$ cat config.mk
export PLATFORM = sky130hd
export DESIGN_NAME = owb_bit_slave
export DESIGN_NICKNAME = d
export VERILOG_FILES = /design/src/rtl/owb_pkg.sv /design/src/rtl/owb_timebase.sv /design/src/rtl/owb_line_filter.sv /design/src/rtl/owb_slot_engine.sv /design/src/rtl/owb_bit_slave.sv
export SDC_FILE = /design/constraint.sdc
export NUM_CORES = 1
export LEC_CHECK = 0
export BUFFER_PORTS_ARGS = -buffer_cell sky130_fd_sc_hd__buf_4
export CORE_MARGIN = 10
export CORE_UTILIZATION = 40
export DETAILED_ROUTE_END_ITERATION = 10
export PLACE_DENSITY = 0.61
export SLEW_MARGIN = 20
export SYNTH_ARGS = -nofsm -noshare
export SYNTH_HDL_FRONTEND = slang
export SYNTH_SLANG_ARGS = --single-unit
$ cat constraint.sdc
create_clock -name clk -period 3 [get_ports clk]
set_input_delay 0.3 -clock clk [delete_from_list [all_inputs] [get_ports clk]]
set_output_delay 0.3 -clock clk [all_outputs]
set_load 0.01 [all_outputs]
$ cat src/rtl/owb_pkg.sv
// Package: shared state type for the single-wire bit slave.
// Assumes nothing beyond IEEE 1800-2017 enum support.
package owb_pkg;

    typedef enum logic [2:0] {
        ST_IDLE    = 3'd0,  // line high, waiting for a falling edge
        ST_SLOT    = 3'd1,  // timing a slot up to the sample point
        ST_LOWWAIT = 3'd2,  // line still low after sampling
        ST_RSTHELD = 3'd3,  // reset length reached, waiting for the rise
        ST_PGAP    = 3'd4,  // delay before the presence pulse
        ST_PDRIVE  = 3'd5,  // presence pulse being driven
        ST_PREL    = 3'd6   // presence released, waiting for high line
    } owb_state_t;

endpackage

$ cat src/rtl/owb_timebase.sv
// Module: owb_timebase
// Divides the system clock into a one-cycle tick per microsecond.
// The divider can be restarted, so ticks line up with a bus edge.
// Assumes CLK_PER_US >= 2.
module owb_timebase #(
    parameter int CLK_PER_US = 50
) (
    input  logic clk,
    input  logic rst_n,
    input  logic clr,
    output logic tick
);
    localparam int PW = (CLK_PER_US > 1) ? $clog2(CLK_PER_US) : 1;
    localparam logic [PW-1:0] PMAX = PW'(CLK_PER_US - 1);

    logic [PW-1:0] pcnt;

    assign tick = (pcnt == PMAX);

    // Prescale counter; a restart puts the next tick one full period away.
    always_ff @(posedge clk) begin
        if (!rst_n)      pcnt <= '0;
        else if (clr)    pcnt <= '0;
        else if (tick)   pcnt <= '0;
        else             pcnt <= pcnt + 1'b1;
    end
endmodule

$ cat src/rtl/owb_line_filter.sv
// Module: owb_line_filter
// Synchronises the raw bus level with two flops. The filtered output
// only follows a new level after it has been stable for GLITCH_CYC
// cycles in a row, so shorter pulses are dropped.
// Assumes the bus idles high, so every flop resets to 1.
module owb_line_filter #(
    parameter int GLITCH_CYC = 50
) (
    input  logic clk,
    input  logic rst_n,
    input  logic raw,
    output logic line
);
    localparam int FW = (GLITCH_CYC > 1) ? $clog2(GLITCH_CYC) : 1;
    localparam logic [FW-1:0] FMAX = FW'(GLITCH_CYC - 1);

    logic          s1, s2;
    logic [FW-1:0] fcnt;

    // Two-stage synchronizer for the asynchronous bus input.
    always_ff @(posedge clk) begin
        if (!rst_n) begin
            s1 <= 1'b1;
            s2 <= 1'b1;
        end else begin
            s1 <= raw;
            s2 <= s1;
        end
    end

    // Persistence filter: accept a new level after GLITCH_CYC equal samples.
    always_ff @(posedge clk) begin
        if (!rst_n) begin
            fcnt <= '0;
            line <= 1'b1;
        end else if (s2 == line) begin
            fcnt <= '0;
        end else if (fcnt == FMAX) begin
            fcnt <= '0;
            line <= s2;
        end else begin
            fcnt <= fcnt + 1'b1;
        end
    end
endmodule

$ cat src/rtl/owb_slot_engine.sv
// Module: owb_slot_engine
// Slot and reset sequencer, counting in microsecond ticks.
// It starts a slot on each falling edge of the filtered line and
// samples the written bit. For a read-0 slot it holds the line low.
// It recognises reset lows and produces the presence pulse.
// Assumes SAMPLE_US > HOLD_US and RESET_US > SAMPLE_US.
module owb_slot_engine
    import owb_pkg::*;
#(
    parameter int SAMPLE_US = 30,
    parameter int HOLD_US   = 15,
    parameter int RESET_US  = 480,
    parameter int PDLY_US   = 30,
    parameter int PWID_US   = 120
) (
    input  logic clk,
    input  logic rst_n,
    input  logic line,
    input  logic tick,
    input  logic tx_en,
    input  logic tx_bit,
    output logic tb_clr,
    output logic pull,
    output logic tx_req,
    output logic rx_bit,
    output logic rx_valid,
    output logic rst_evt
);
    localparam int MAXV = (RESET_US > PWID_US) ? RESET_US : PWID_US;
    localparam int CW   = $clog2(MAXV + 1);
    localparam logic [CW-1:0] C_SAMP = CW'(SAMPLE_US - 1);
    localparam logic [CW-1:0] C_HOLD = CW'(HOLD_US);
    localparam logic [CW-1:0] C_RST  = CW'(RESET_US - 1);
    localparam logic [CW-1:0] C_PDLY = CW'(PDLY_US - 1);
    localparam logic [CW-1:0] C_PWID = CW'(PWID_US - 1);

    owb_state_t     state;
    logic [CW-1:0]  ucnt;
    logic           drv0;

    // Restart the timebase on a slot edge and on the rise that ends a reset.
    assign tb_clr = ((state == ST_IDLE) && !line) ||
                    ((state == ST_RSTHELD) && line);

    // Pull-down: the presence pulse, or the early part of a read-0 slot.
    assign pull = (state == ST_PDRIVE) ||
                  ((state == ST_SLOT) && drv0 && (ucnt < C_HOLD));

    // Main sequencer: state, microsecond count and event strobes.
    always_ff @(posedge clk) begin
        if (!rst_n) begin
            state    <= ST_IDLE;
            ucnt     <= '0;
            drv0     <= 1'b0;
            tx_req   <= 1'b0;
            rx_bit   <= 1'b1;
            rx_valid <= 1'b0;
            rst_evt  <= 1'b0;
        end else begin
            tx_req   <= 1'b0;
            rx_valid <= 1'b0;
            rst_evt  <= 1'b0;
            unique case (state)
                ST_IDLE: begin
                    if (!line) begin
                        state  <= ST_SLOT;
                        ucnt   <= '0;
                        tx_req <= 1'b1;
                        drv0   <= tx_en & ~tx_bit;
                    end
                end
                ST_SLOT: begin
                    if (tick) begin
                        ucnt <= ucnt + 1'b1;
                        if (ucnt == C_SAMP) begin
                            rx_bit   <= line;
                            rx_valid <= 1'b1;
                            drv0     <= 1'b0;
                            state    <= line ? ST_IDLE : ST_LOWWAIT;
                        end
                    end
                end
                ST_LOWWAIT: begin
                    if (line) begin
                        state <= ST_IDLE;
                    end else if (tick) begin
                        ucnt <= ucnt + 1'b1;
                        if (ucnt == C_RST) state <= ST_RSTHELD;
                    end
                end
                ST_RSTHELD: begin
                    if (line) begin
                        rst_evt <= 1'b1;
                        ucnt    <= '0;
                        state   <= ST_PGAP;
                    end
                end
                ST_PGAP: begin
                    if (tick) begin
                        ucnt <= ucnt + 1'b1;
                        if (ucnt == C_PDLY) begin
                            ucnt  <= '0;
                            state <= ST_PDRIVE;
                        end
                    end
                end
                ST_PDRIVE: begin
                    if (tick) begin
                        ucnt <= ucnt + 1'b1;
                        if (ucnt == C_PWID) begin
                            ucnt  <= '0;
                            state <= ST_PREL;
                        end
                    end
                end
                ST_PREL: begin
                    if (line) state <= ST_IDLE;
                end
                default: state <= ST_IDLE;
            endcase
        end
    end
endmodule

$ cat src/rtl/owb_bit_slave.sv
// Module: owb_bit_slave (top)
// Bit-level slave for a single-wire open-drain bus. It chains the
// input filter, the microsecond timebase and the slot sequencer.
// Assumes bus_in is the raw line level, asynchronous to clk, and that
// bus_pull drives an external open-drain pull-down.
module owb_bit_slave #(
    parameter int CLK_PER_US = 50,
    parameter int SAMPLE_US  = 30,
    parameter int HOLD_US    = 15,
    parameter int RESET_US   = 480,
    parameter int PDLY_US    = 30,
    parameter int PWID_US    = 120
) (
    input  logic clk,
    input  logic rst_n,
    input  logic bus_in,
    output logic bus_pull,
    input  logic tx_en,
    input  logic tx_bit,
    output logic tx_req,
    output logic rx_bit,
    output logic rx_valid,
    output logic rst_evt
);
    logic line_f;
    logic tick;
    logic tb_clr;

    owb_line_filter #(.GLITCH_CYC(CLK_PER_US)) u_filt (
        .clk  (clk),
        .rst_n(rst_n),
        .raw  (bus_in),
        .line (line_f)
    );

    owb_timebase #(.CLK_PER_US(CLK_PER_US)) u_tb (
        .clk  (clk),
        .rst_n(rst_n),
        .clr  (tb_clr),
        .tick (tick)
    );

    owb_slot_engine #(
        .SAMPLE_US(SAMPLE_US),
        .HOLD_US  (HOLD_US),
        .RESET_US (RESET_US),
        .PDLY_US  (PDLY_US),
        .PWID_US  (PWID_US)
    ) u_eng (
        .clk     (clk),
        .rst_n   (rst_n),
        .line    (line_f),
        .tick    (tick),
        .tx_en   (tx_en),
        .tx_bit  (tx_bit),
        .tb_clr  (tb_clr),
        .pull    (bus_pull),
        .tx_req  (tx_req),
        .rx_bit  (rx_bit),
        .rx_valid(rx_valid),
        .rst_evt (rst_evt)
    );
endmodule

# [Yosys cells after proc, flatten, opt, wreduce, memory -nomap -nowiden]
# Cells that the tools add are included.
[word_totals] register_bits=32 latch_bits=0 ramBits=0 romBits=0 inputBits=5 word_cells=94 n_memories=0
[classes] n_addsub=3 n_mul=0 div_mod_pow=0 n_lt_le_gt_ge=1 n_eq_ne=24 shifts=0 muxes=30 n_bitwise=4 reduce_logical=20
[op_table] operator="9-bit 2-to-1 mux" count=8
[op_table] operator="9-bit case mux with 6 select lines" count=1
[op_table] operator="3-bit 2-to-1 mux" count=12
[op_table] operator="3-bit case mux with 7 select lines" count=1
[op_table] operator="2-bit != test (second input constant)" count=9
[op_table] operator="6-bit by 1-bit adder with 6-bit output (second input constant)" count=2
[op_table] operator="6-bit equality test (second input constant)" count=2
[op_table] operator="11-bit AND reduction" count=1
[op_table] operator="9-bit by 1-bit adder with 9-bit output (second input constant)" count=1
[op_table] operator="3-bit equality test (second input constant)" count=3
[op_table] operator="9-bit by 5-bit equality test with 1-bit output (second input constant)" count=1
[op_table] operator="9-bit by 7-bit equality test with 1-bit output (second input constant)" count=1
[op_table] operator="9-bit equality test (second input constant)" count=1
[op_table] operator="9-bit by 4-bit less-than comparator with 1-bit output (second input constant)" count=1
[op_table] operator="3-bit by 2-bit equality test with 1-bit output (second input constant)" count=2
[op_table] operator="1-bit 2-to-1 mux" count=6
[op_table] operator="2-bit AND reduction" count=3
[op_table] operator="3-bit AND reduction" count=2
[op_table] operator="6-bit AND reduction" count=1
[op_table] operator="6-bit nonzero test" count=1
[op_table] operator="3-bit OR reduction" count=2
[op_table] operator="1-bit logical AND" count=4
[op_table] operator="4-bit AND reduction" count=1
[op_table] operator="3-bit by 1-bit equality test with 1-bit output (second input constant)" count=1
[op_table] operator="12 further kinds" count=15

# [Depth between registers and ports, before layout]
# Gate-level depths: netlist (run 1).
[logic_depth] depth_word=5 mapped_depth=8 mapped_depth_nobuf=7

# [Hierarchy]
# Synthesis (run 1) repeated with hierarchy kept, for this count alone.
[hier_totals] hier_cells=191 hier_area_um2=1741.7
[by_module_without_submodules] module="owb_slot_engine" n_inst=1 cells_per_inst=128 area_each_um2=1111.1
[by_module_without_submodules] module="owb_line_filter" n_inst=1 cells_per_inst=36 area_each_um2=374.1
[by_module_without_submodules] module="owb_timebase" n_inst=1 cells_per_inst=27 area_each_um2=256.5

# [Least setup slack after synthesis (run 1)]
# No wires, ideal clock.
[synth_timing] kind="register -> register" start="register u_eng.ucnt[0]" end="register u_eng.state[2]" setup_time_ps=120 t_arrival_ps=1686 required_time_ps=2880 setup_slack_ps=1194 path_stages_with_launch=7 path_buffers=0 synth_period_minus_slack_ps=1806 cell_sequence="dfxtp_1 -> ha_1 -> nand3b_1 -> o41a_1 -> nor4_4 -> o21ai_2 -> o31a_1"
[synth_between] elab_chain_len=3 word_cells_on_any_way=8 cone_classes="7 x eq/ne; 1 x reduce/logical"
[synth_lines] item="start: declaration" line_no="owb_slot_engine.sv:38" rtl="logic [CW-1:0] ucnt;"
[synth_lines] item="start signal: assignment" line_no="owb_slot_engine.sv:74" rtl="ucnt <= ucnt + 1'b1;"
[synth_lines] item="start signal: assignment" line_no="owb_slot_engine.sv:87" rtl="ucnt <= ucnt + 1'b1;"
[synth_lines] item="start signal: assignment" line_no="owb_slot_engine.sv:100" rtl="ucnt <= ucnt + 1'b1;"
[synth_lines] item="9-bit equality test (tied with other cells)" line_no="owb_slot_engine.sv:88" rtl="if (ucnt == C_RST) state <= ST_RSTHELD;"
[synth_lines] item="3-bit by 2-bit != test with 1-bit output (no line) (tied with other cells)"
[synth_lines] item="11-bit AND reduction (no line) (*)"
[synth_lines] item="end signal: assignment" line_no="owb_slot_engine.sv:79" rtl="state <= line ? ST_IDLE : ST_LOWWAIT;"
[synth_lines] item="end: declaration" line_no="owb_slot_engine.sv:37" rtl="owb_state_t state;"
# Mark *: on every way between the ends. The rest lies on a longest branch, timed or not.
# A chain may end at the register's enable or synchronous reset.

# [Worst setup path in the final report (run 1)]
[layout_timing] start="register u_eng.state[2]" end="register u_eng.ucnt[6]"
[layout_between] elab_chain_len=3 word_cells_on_any_way=14 cone_classes="10 x eq/ne; 1 x mux; 3 x reduce/logical"
[layout_lines] item="3-bit by 2-bit equality test with 1-bit output (tied with other cells)" line_no="owb_slot_engine.sv:63" rtl="unique case (state)"
[layout_lines] item="6-bit nonzero test (no line) / 2-bit != test (equally long branches)"
[layout_lines] item="6-bit AND reduction (no line)"
# Several ways; a longest one is shown, not always the timed one.

==> results.rst, run 1 <==
.. list-table::
   :header-rows: 1

   * - Metric
     - Value
   * - Number of instances in the synthesized netlist
     - 198
   * - Int Power
     - 0.634 mW
   * - Highest clock frequency the design can meet
     - 464 MHz
   * - I/O pin total
     - 10
   * - Leakage power total
     - 0.658 nW
   * - Minimum period implied by the final worst setup slack
     - 2.15 ns
   * - Slew @ Worst Pin
     - 0.678 ns
   * - Share of layout cells above drive strength 1
     - 16.2%
   * - Endpoint type of the worst setup path
     - flop
   * - TritonCTS Sinks
     - 32
   * - Final Skew
     - 0.00390 ns
   * - Worst EP required
     - 3.20 ns
   * - Row cnt
     - 24
   * - Post-route DRC violation count
     - 0
   * - Crit path kind
     - flop to flop
   * - Part of the total power dissipated in sequential elements
     - 51.2%
   * - Psw
     - 0.236 mW
   * - RSZ-0062 raised after global routing
     - false
   * - Hold Path Depth
     - 2
   * - FF-to-FF setup slack
     - 0.85 ns
   * - First-pass GRT wire length
     - 6420 um
   * - Hold path startpoint
     - bus_in
   * - Top cells by area in the synthesized netlist
     - sky130_fd_sc_hd__dfxtp_1, sky130_fd_sc_hd__ha_1, sky130_fd_sc_hd__nor2_1
   * - Cell type with the largest total area after synthesis
     - sky130_fd_sc_hd__dfxtp_1
   * - Count of endpoints failing setup in the final report
     - 0
   * - Class of the worst hold path
     - primary input to flop
   * - Number of resized instances in the post-cts repair step
     - 0
   * - Width of the die
     - 87.0 um
   * - Peak per-stage delay on the critical path
     - 0.76 ns
   * - Buffering stage count on the worst path with inverters included
     - 0
   * - Worst-case vdd ir drop
     - 0.000203 V
   * - Number of maximum-capacitance constraint violations
     - 0
   * - Sequential area share after synthesis
     - 35.7%
   * - Total global routing overflow
     - 0
   * - Post-synth top flop
     - sky130_fd_sc_hd__dfxtp_1
   * - Critical R2R Launch
     - u_eng.state[2]$_SDFFE_PN0P_
   * - End point of the worst hold path
     - u_filt.s1$_SDFF_PN1_
   * - Slowest CP cell
     - sky130_fd_sc_hd__dfxtp_1
   * - Final HPWL DP
     - 2520 um
   * - Largest family of logic cells by synthesized area
     - simple AND/OR/NAND/NOR gates
   * - Register bit total from synthesis
     - 32
   * - Buffers on Ports
     - 9
   * - Aggregate negative setup slack
     - 0 ns
   * - Worst Setup Start Kind
     - flop
   * - First DRT Iteration DRCs
     - 90
   * - TritonCTS clock tree
     - built
   * - Number of H-tree branching levels
     - 2
   * - Number of buffers on the longest clock path
     - 2
   * - Netlist cell types
     - 54
   * - Synthesized area divided by synthesized cell count
     - 9.07 um^2
   * - Maximum number of pins on one net before global-route repair
     - 22
   * - Crit. path cell count
     - 4
   * - Yosys warnings
     - 0
   * - Endpoint of the most critical register-to-register path
     - u_eng.ucnt[6]$_SDFFE_PN0P_
   * - Result of the run
     - complete, no violations
   * - Vias
     - 1423
   * - Number of nets with antenna violations after routing
     - 0
   * - Largest fanout of any net on the critical path
     - 21
   * - Length in cells of the worst reg-to-reg path
     - 4
   * - Final Slew Violations
     - 0
   * - Most used cells in the layout excluding fill and tap cells
     - sky130_fd_sc_hd__dfxtp_1, sky130_fd_sc_hd__nor2_1, sky130_fd_sc_hd__nand2_1
   * - Relative max-transition margin
     - 54.7%
   * - Proportion of total power due to net switching
     - 27.1%
   * - Synth top area share
     - 35.7%
   * - Kind of cell adding the most delay to the critical path
     - flip-flops
   * - Clock Power Share
     - 39.6%
   * - Post-synth EDFFs
     - 0
   * - Post-route clock period utilization
     - 71.8%
   * - Starting density of the core
     - 41.2%
   * - Power per Cell Area
     - 442 mW/mm^2
   * - Arrival time at the worst endpoint
     - 2.36 ns
   * - Number of CTS-inserted buffers
     - 5
   * - Via count normalized by instance count
     - 5.56
   * - DR pass1 iterations
     - 4
   * - Post-CTS Repair Setup Buffers
     - 0
   * - CTS hold repair buffers
     - 0
   * - Die boundary height
     - 87.0 um
   * - Clock transition time at the flip-flop clock pins of the worst setup and hold paths
     - 0.07 ns
   * - Total routing usage reported by global routing
     - 10.3%
   * - Synth Area in Compound Gates
     - 21.7%
   * - Average wire per standard cell
     - 13.9 um
   * - Most common cell after layout, fill and taps aside
     - sky130_fd_sc_hd__dfxtp_1
   * - Floorplan core area
     - 0.00435 mm^2
   * - Proportion of synthesized area in mux cells
     - 2.86%
   * - Critical Path, Cell by Cell
     - nand2b_1, nand3_2, a2111o_1, a211oi_1
   * - Xor/xnor cell area share of the yosys netlist
     - 4.88%
   * - Hold WS
     - 0.192 ns
   * - Antenna violations before repair
     - 0
   * - Post-synthesis cell area
     - 0.00180 mm^2
   * - Antenna fix cells
     - 0
   * - Wirelength, routed
     - 3560 um
   * - Asr flop ratio synth
     - 0%
   * - Via count of the first global-routing pass
     - 1373
   * - Synth-to-Final Area Change
     - 9.55%
   * - Worst-Skew Late Latency
     - 0.29 ns
   * - CTS Root Buffer Type
     - sky130_fd_sc_hd__clkbuf_8
   * - Post-synth net total
     - 210
   * - Simple-gate share of the synthesized area
     - 25.6%
   * - Final net count
     - 215
   * - Arithmetic-cell share of the synthesized area counting full adders, half adders and majority gates
     - 4.88%
   * - Total count of hold-check failures in the final report
     - 0
   * - Routability cong.
     - 0.791
   * - Relative contribution of combinational cells to total power
     - 9.2%
   * - Die outline area
     - 0.00757 mm^2
   * - Number of fill cells
     - 418
==> state kept, by name, indices dropped and copies added, names as in the netlist, 3 cells and up <==
register and cells:
u_eng.ucnt 9, u_filt.fcnt 6, u_eng.state 3, u_tb.pcnt 6
==> power groups by stage <==
stage,clock [mW],combinational (mW),sequential (mW)
6_report,0.344,0.0798,0.446
5_1_grt,0.374,0.0900,0.448
4_1_cts,0.353,0.0811,0.446
3_5_place_dp,0,0.0809,0.456
3_3_place_gp,0,0.0806,0.456
2_1_floorplan,0,0.0732,0.448
==> Yosys cell counts (all sizes together), types with 3 or more instances <==
library cell	count
nand2b	7
dfxtp	32
ha	7
buf	9
a211oi	8
nor4	4
a2111o	3
nor3	7
nand3	11
inv	7
o311ai	3
nand2	11
nand4	4
mux2i	4
xnor2	5
nor2	22
o21ai	7
xor2	5
==> worst register-to-register path, stage by stage (launching register included) <==
cell and delay [ns]:
sky130_fd_sc_hd__dfxtp_1 0.76, sky130_fd_sc_hd__nand2b_1 0.27, sky130_fd_sc_hd__nand3_2 0.34, sky130_fd_sc_hd__a2111o_1 0.48, sky130_fd_sc_hd__a211oi_1 0.22
==> kinds of logic after synthesis <==
logic type / after synthesis
buf+inv: 18
compound gates: 44
fa+ha+maj: 7
flops: 32
mux: 5
xor+xnor: 10
simple gates: 82
==> stage by stage <==
step	setup slack, ns	utilization, %	power, mW	cells	cell area (um^2)
global route	0.638	45.2	0.912	256	1970
detailed placement	0.881	43.0	0.537	248	1870
CTS	0.862	45.2	0.880	256	1970
floorplan	1.19	-	0.521	198	1800
finish	0.845	45.2	0.870	256	1970
global placement	0.902	43.0	0.537	248	1870
==> layer usage <==
| layer | global-route usage (%) | vias to the layer above | wire [um] |
|---|---|---|---|
| li1 | - | 740 | - |
| met3 | 3.00 | 6 | 140 |
| met2 | 14.5 | 29 | 1530 |
| met1 | 14.2 | 648 | 1840 |
| met5 | 0 | - | 0 |
| met4 | 3.98 | 0 | 55 |
==> layout make-up <==
class / instances / area [um^2] / area share (%)
inverters: 7 / 26.3 / 1.34
flip-flops and latches: 32 / 641 / 32.6
clock inverters: 3 / 23.8 / 1.21
clock buffers: 5 / 68.8 / 3.50
well taps: 52 / 65.1 / 3.31
multi-input cells: 148 / 1070 / 54.6
repair buffers: 9 / 67.6 / 3.44
==> how the worst max path moves through the flow <==
stage | from | endpoint | slack (ns)
floorplan | u_eng.ucnt[0]$_SDFFE_PN0P_ | u_eng.state[2]$_SDFFE_PN0P_ | 1.19
finish | u_eng.state[2]$_SDFFE_PN0P_ | u_eng.ucnt[6]$_SDFFE_PN0P_ | 0.85
global placement | u_eng.state[2]$_SDFFE_PN0P_ | u_eng.ucnt[7]$_SDFFE_PN0P_ | 0.90
CTS | u_eng.state[2]$_SDFFE_PN0P_ | u_eng.ucnt[8]$_SDFFE_PN0P_ | 0.86
detailed placement | u_eng.state[2]$_SDFFE_PN0P_ | u_eng.ucnt[8]$_SDFFE_PN0P_ | 0.88
global route | u_eng.state[2]$_SDFFE_PN0P_ | u_eng.ucnt[7]$_SDFFE_PN0P_ | 0.64
Power figures use the tool's default switching activity.
==> inputs of run 2 (changes only) <==
--- a/config.mk
+++ b/config.mk
@@ -5,11 +5,12 @@
 export SDC_FILE = /design/constraint.sdc
 export NUM_CORES = 1
 export LEC_CHECK = 0
+export ABC_AREA = 1
 export BUFFER_PORTS_ARGS = -buffer_cell sky130_fd_sc_hd__buf_4
 export CORE_MARGIN = 10
 export CORE_UTILIZATION = 40
 export DETAILED_ROUTE_END_ITERATION = 10
-export PLACE_DENSITY = 0.61
+export PLACE_DENSITY = 0.63
 export SLEW_MARGIN = 20
 export SYNTH_ARGS = -nofsm -noshare
 export SYNTH_HDL_FRONTEND = slang
==> constraint.sdc (replaced) <==
create_clock -name clk -period 1.9 [get_ports clk]
set_input_delay 0.19 -clock clk [delete_from_list [all_inputs] [get_ports clk]]
set_output_delay 0.19 -clock clk [all_outputs]
set_load 0.01 [all_outputs]
==> run 2 against run 1 <==
First-iteration DRC count rose by 46%. Die area down 5.9%. Sequential share of layout area increased by 2.0 points. Cell area decreased by 5.7%. Sequential cell count unchanged. Sequential power rose by 54%. Critical endpoint is now bus_pull.
==> results.rst, run 2 <==
.. list-table::
   :header-rows: 1

   * - Metric
     - Value
   * - Result of the run
     - complete, no violations
   * - Total routing usage reported by global routing
     - 9.64% (-0.62 points)
   * - Most used cells in the layout excluding fill and tap cells
     - sky130_fd_sc_hd__nand2_1, sky130_fd_sc_hd__nor2_1, sky130_fd_sc_hd__dfxtp_1
   * - I/O pin total
     - 10 (unchanged)
   * - Worst-case vdd ir drop
     - 0.000427 V (+110%)
   * - Cell types with the highest counts after synthesis
     - sky130_fd_sc_hd__nand2_1, sky130_fd_sc_hd__nor2_1, sky130_fd_sc_hd__dfxtp_1
   * - Synth-to-Final Area Change
     - 11.8%
   * - Width of the die
     - 84.4 um (-3.0%)
   * - CTS Root Buffer Type
     - sky130_fd_sc_hd__clkbuf_8
   * - Buffers on Ports
     - 9 (unchanged)
   * - Endpoint of the most critical register-to-register path
     - u_eng.state[1]$_SDFFE_PN0P_
   * - Die outline area
     - 0.00712 mm^2 (-5.9%)
   * - Average wire per standard cell
     - 10.6 um (-24%)
   * - Class of the worst hold path
     - primary input to flop
   * - DR pass1 iterations
     - 4 (unchanged)
   * - Endpoint type of the worst setup path
     - output pin
   * - Number of nets with antenna violations after routing
     - 0 (unchanged)
   * - Share of layout cells above drive strength 1
     - 11.7% (-4.5 points)
   * - Register with the most flip-flops
     - u_eng.ucnt
   * - Leakage power total
     - 0.782 nW (+19%)
   * - Top cells by area in the synthesized netlist
     - sky130_fd_sc_hd__dfxtp_1, sky130_fd_sc_hd__nand2_1, sky130_fd_sc_hd__nor2_1
   * - Number of instances in the synthesized netlist
     - 242 (+22%)
   * - Netlist cell types
     - 29 (-46%)
   * - Minimum period implied by the final worst setup slack
     - 1.71 ns
   * - Post-route DRC violation count
     - 0 (unchanged)
   * - Highest clock frequency the design can meet
     - 585 MHz
   * - Critical R2R Launch
     - u_eng.ucnt[0]$_SDFFE_PN0P_
   * - Worst EP required
     - 1.71 ns (-1.49 ns)
   * - Instance area after placement
     - 0.00178 mm^2 (-5.2%)
   * - Length in cells of the worst reg-to-reg path
     - 10 (+6)
   * - Registers with the highest flip-flop counts
     - u_eng.ucnt x9, u_filt.fcnt x6, u_tb.pcnt x6
   * - Crit path kind
     - flop to output pin
   * - TritonCTS Sinks
     - 32 (unchanged)
   * - Floorplan core area
     - 0.00400 mm^2 (-8.1%)
   * - Critical path endpoint
     - bus_pull
   * - Most numerous cell in the Yosys netlist
     - sky130_fd_sc_hd__nand2_1
   * - Arrival time at the worst endpoint
     - 1.52 ns (-0.84 ns)
   * - Wirelength, routed
     - 3250 um (-8.8%)
   * - Clock transition time at the flip-flop clock pins of the worst setup and hold paths
     - 0.06 ns (about the same)
   * - Post-route clock period utilization
     - 90.0%
   * - First DRT Iteration DRCs
     - 131 (+46%)
   * - Number of maximum-capacitance constraint violations
     - 0 (unchanged)
   * - Die boundary height
     - 84.4 um (-3.0%)
   * - Final Skew
     - 0.00649 ns (+0.00259 ns)
   * - Post-synth net total
     - 254 (+21%)
   * - Power per Cell Area
     - 645 mW/mm^2 (+46%)
   * - Routability cong.
     - 0.876 (+11%)
   * - TritonCTS clock tree
     - built
   * - Launch point of the critical path
     - u_eng.state[0]$_SDFFE_PN0P_
   * - Via count of the first global-routing pass
     - 1344 (-2.1%)
   * - Worst-Skew Late Latency
     - 0.28 ns (about the same)
   * - Via count normalized by instance count
     - 4.79 (-14%)
   * - Final Slew Violations
     - 0 (unchanged)
   * - Sequential area share after synthesis
     - 38.6% (+2.9 points)
   * - Post-synth top flop
     - sky130_fd_sc_hd__dfxtp_1
   * - Most common cell after layout, fill and taps aside
     - sky130_fd_sc_hd__nand2_1
   * - RSZ-0062 raised after global routing
     - false
   * - Starting density of the core
     - 41.5% (+0.24 points)
   * - Row cnt
     - 23 (-4.2%)
   * - Final core occ
     - 46.4% (+1.2 points)
   * - Max FFs per register
     - 9 (unchanged)
   * - Post-route cell area
     - 0.00185 mm^2 (-5.7%)
   * - Final net count
     - 268 (+25%)
   * - Post-synthesis cell area
     - 0.00166 mm^2 (-7.6%)
   * - Yosys warnings
     - 0 (unchanged)
   * - Synthesized area divided by synthesized cell count
     - 6.86 um^2 (-24%)
   * - Number of buffers on the longest clock path
     - 2 (unchanged)
   * - Synth top area share
     - 38.6% (+2.9 points)
   * - First-pass GRT wire length
     - 5790 um (-9.8%)
   * - Asr flop ratio synth
     - 0% (unchanged)
   * - Number of resized instances in the post-cts repair step
     - 0 (unchanged)
   * - Setup Slack @ Placement
     - 0.215 ns (-0.665 ns)
   * - Count of endpoints failing setup in the final report
     - 0 (unchanged)
   * - FF-to-FF setup slack
     - 0.21 ns (-0.64 ns)
   * - CTS hold repair buffers
     - 0 (unchanged)
   * - Largest fanout of any net on the critical path
     - 6 (-71%)
   * - Total count of hold-check failures in the final report
     - 0 (unchanged)
   * - Number of CTS-inserted buffers
     - 5 (unchanged)
   * - Slew @ Worst Pin
     - 0.487 ns (-0.191 ns)
   * - Antenna fix cells
     - 0 (unchanged)
   * - Cell type with the largest total area after synthesis
     - sky130_fd_sc_hd__dfxtp_1
   * - Post-CTS Repair Setup Buffers
     - 0 (unchanged)
   * - Maximum number of pins on one net before global-route repair
     - 13 (-41%)
   * - Relative max-transition margin
     - 67.4% (+13 points)
   * - Post-synth EDFFs
     - 0 (unchanged)
   * - Vias
     - 1467 (+3.1%)
   * - Total global routing overflow
     - 0 (unchanged)
   * - Number of H-tree branching levels
     - 2 (unchanged)
   * - Worst Setup Start Kind
     - flop
   * - Antenna violations before repair
     - 0 (unchanged)
   * - Register bit total from synthesis
     - 32 (unchanged)
   * - Final critical-path setup slack
     - 0.189 ns (-0.656 ns)
   * - Final HPWL DP
     - 2410 um (-4.4%)
   * - Aggregate negative setup slack
     - 0 ns (unchanged)
[run 2: how the worst min path moves through the flow]
stage | slack (ns) | depth (start not counted) | endpoint | from
finish | 0.1 | 2 | u_filt.s1$_SDFF_PN1_ | bus_in
detailed placement | 0.38 | 2 | u_filt.s1$_SDFF_PN1_ | bus_in
CTS | 0.09 | 2 | u_filt.s1$_SDFF_PN1_ | bus_in
global placement | 0.38 | 2 | u_filt.s1$_SDFF_PN1_ | bus_in
floorplan | 0.29 | 1 | u_eng.rx_bit$_SDFFE_PN1P_ | rst_n
global route | 0.10 | 2 | u_filt.s1$_SDFF_PN1_ | bus_in
[run 2: final cells by class]
type                       instances  area [um^2]
fill                             404         2150
multi-input combinational        176          882
sequential                        32          641
inverter                          31          116
timing repair buffer              10         75.1
clock buffer                       6         72.6
tap                               50         62.6
clock inverter                     1         5.00
[run 2: critical path, cell delays in order (launching register included)]
cell and delay [ns]:
sky130_fd_sc_hd__dfxtp_1 0.46, sky130_fd_sc_hd__nand2_1 0.16, sky130_fd_sc_hd__o41ai_1 0.43, sky130_fd_sc_hd__buf_4 0.19
[run 2: routing by layer]
layer,global-route usage (%),vias to the layer above,wire length (um)
met1,11.6,635,1590
met2,14.7,29,1380
li1,-,799,-
met4,3.59,0,33
met3,4.35,4,237
met5,0,-,0
[run 2: where the power goes]
group          switching [mW]  internal (mW)  leakage (nW)
sequential            0.00634          0.679         0.259
clock                   0.229          0.248        0.0410
combinational          0.0190         0.0144         0.482
[run 2: logic make-up after synthesis]
group / after synthesis / synth area share, %
AND/OR/NAND/NOR: 135 / 35.4
flip-flops: 32 / 38.6
XOR/XNOR: 6 / 3.17
adder cells (fa/ha/maj): 7 / 5.28
AO/OA/AOI/OAI: 28 / 9.28
buffers and inverters: 34 / 8.22
[run 2: through the flow]
stage	std cells	hold slack (ns)	total power [mW]
after detailed placement	299	0.382	0.734
after CTS	306	0.0926	1.22
after global placement	299	0.379	0.734
after floorplan	242	0.289	0.720
final	306	0.0999	1.20
after global routing	306	0.102	1.24
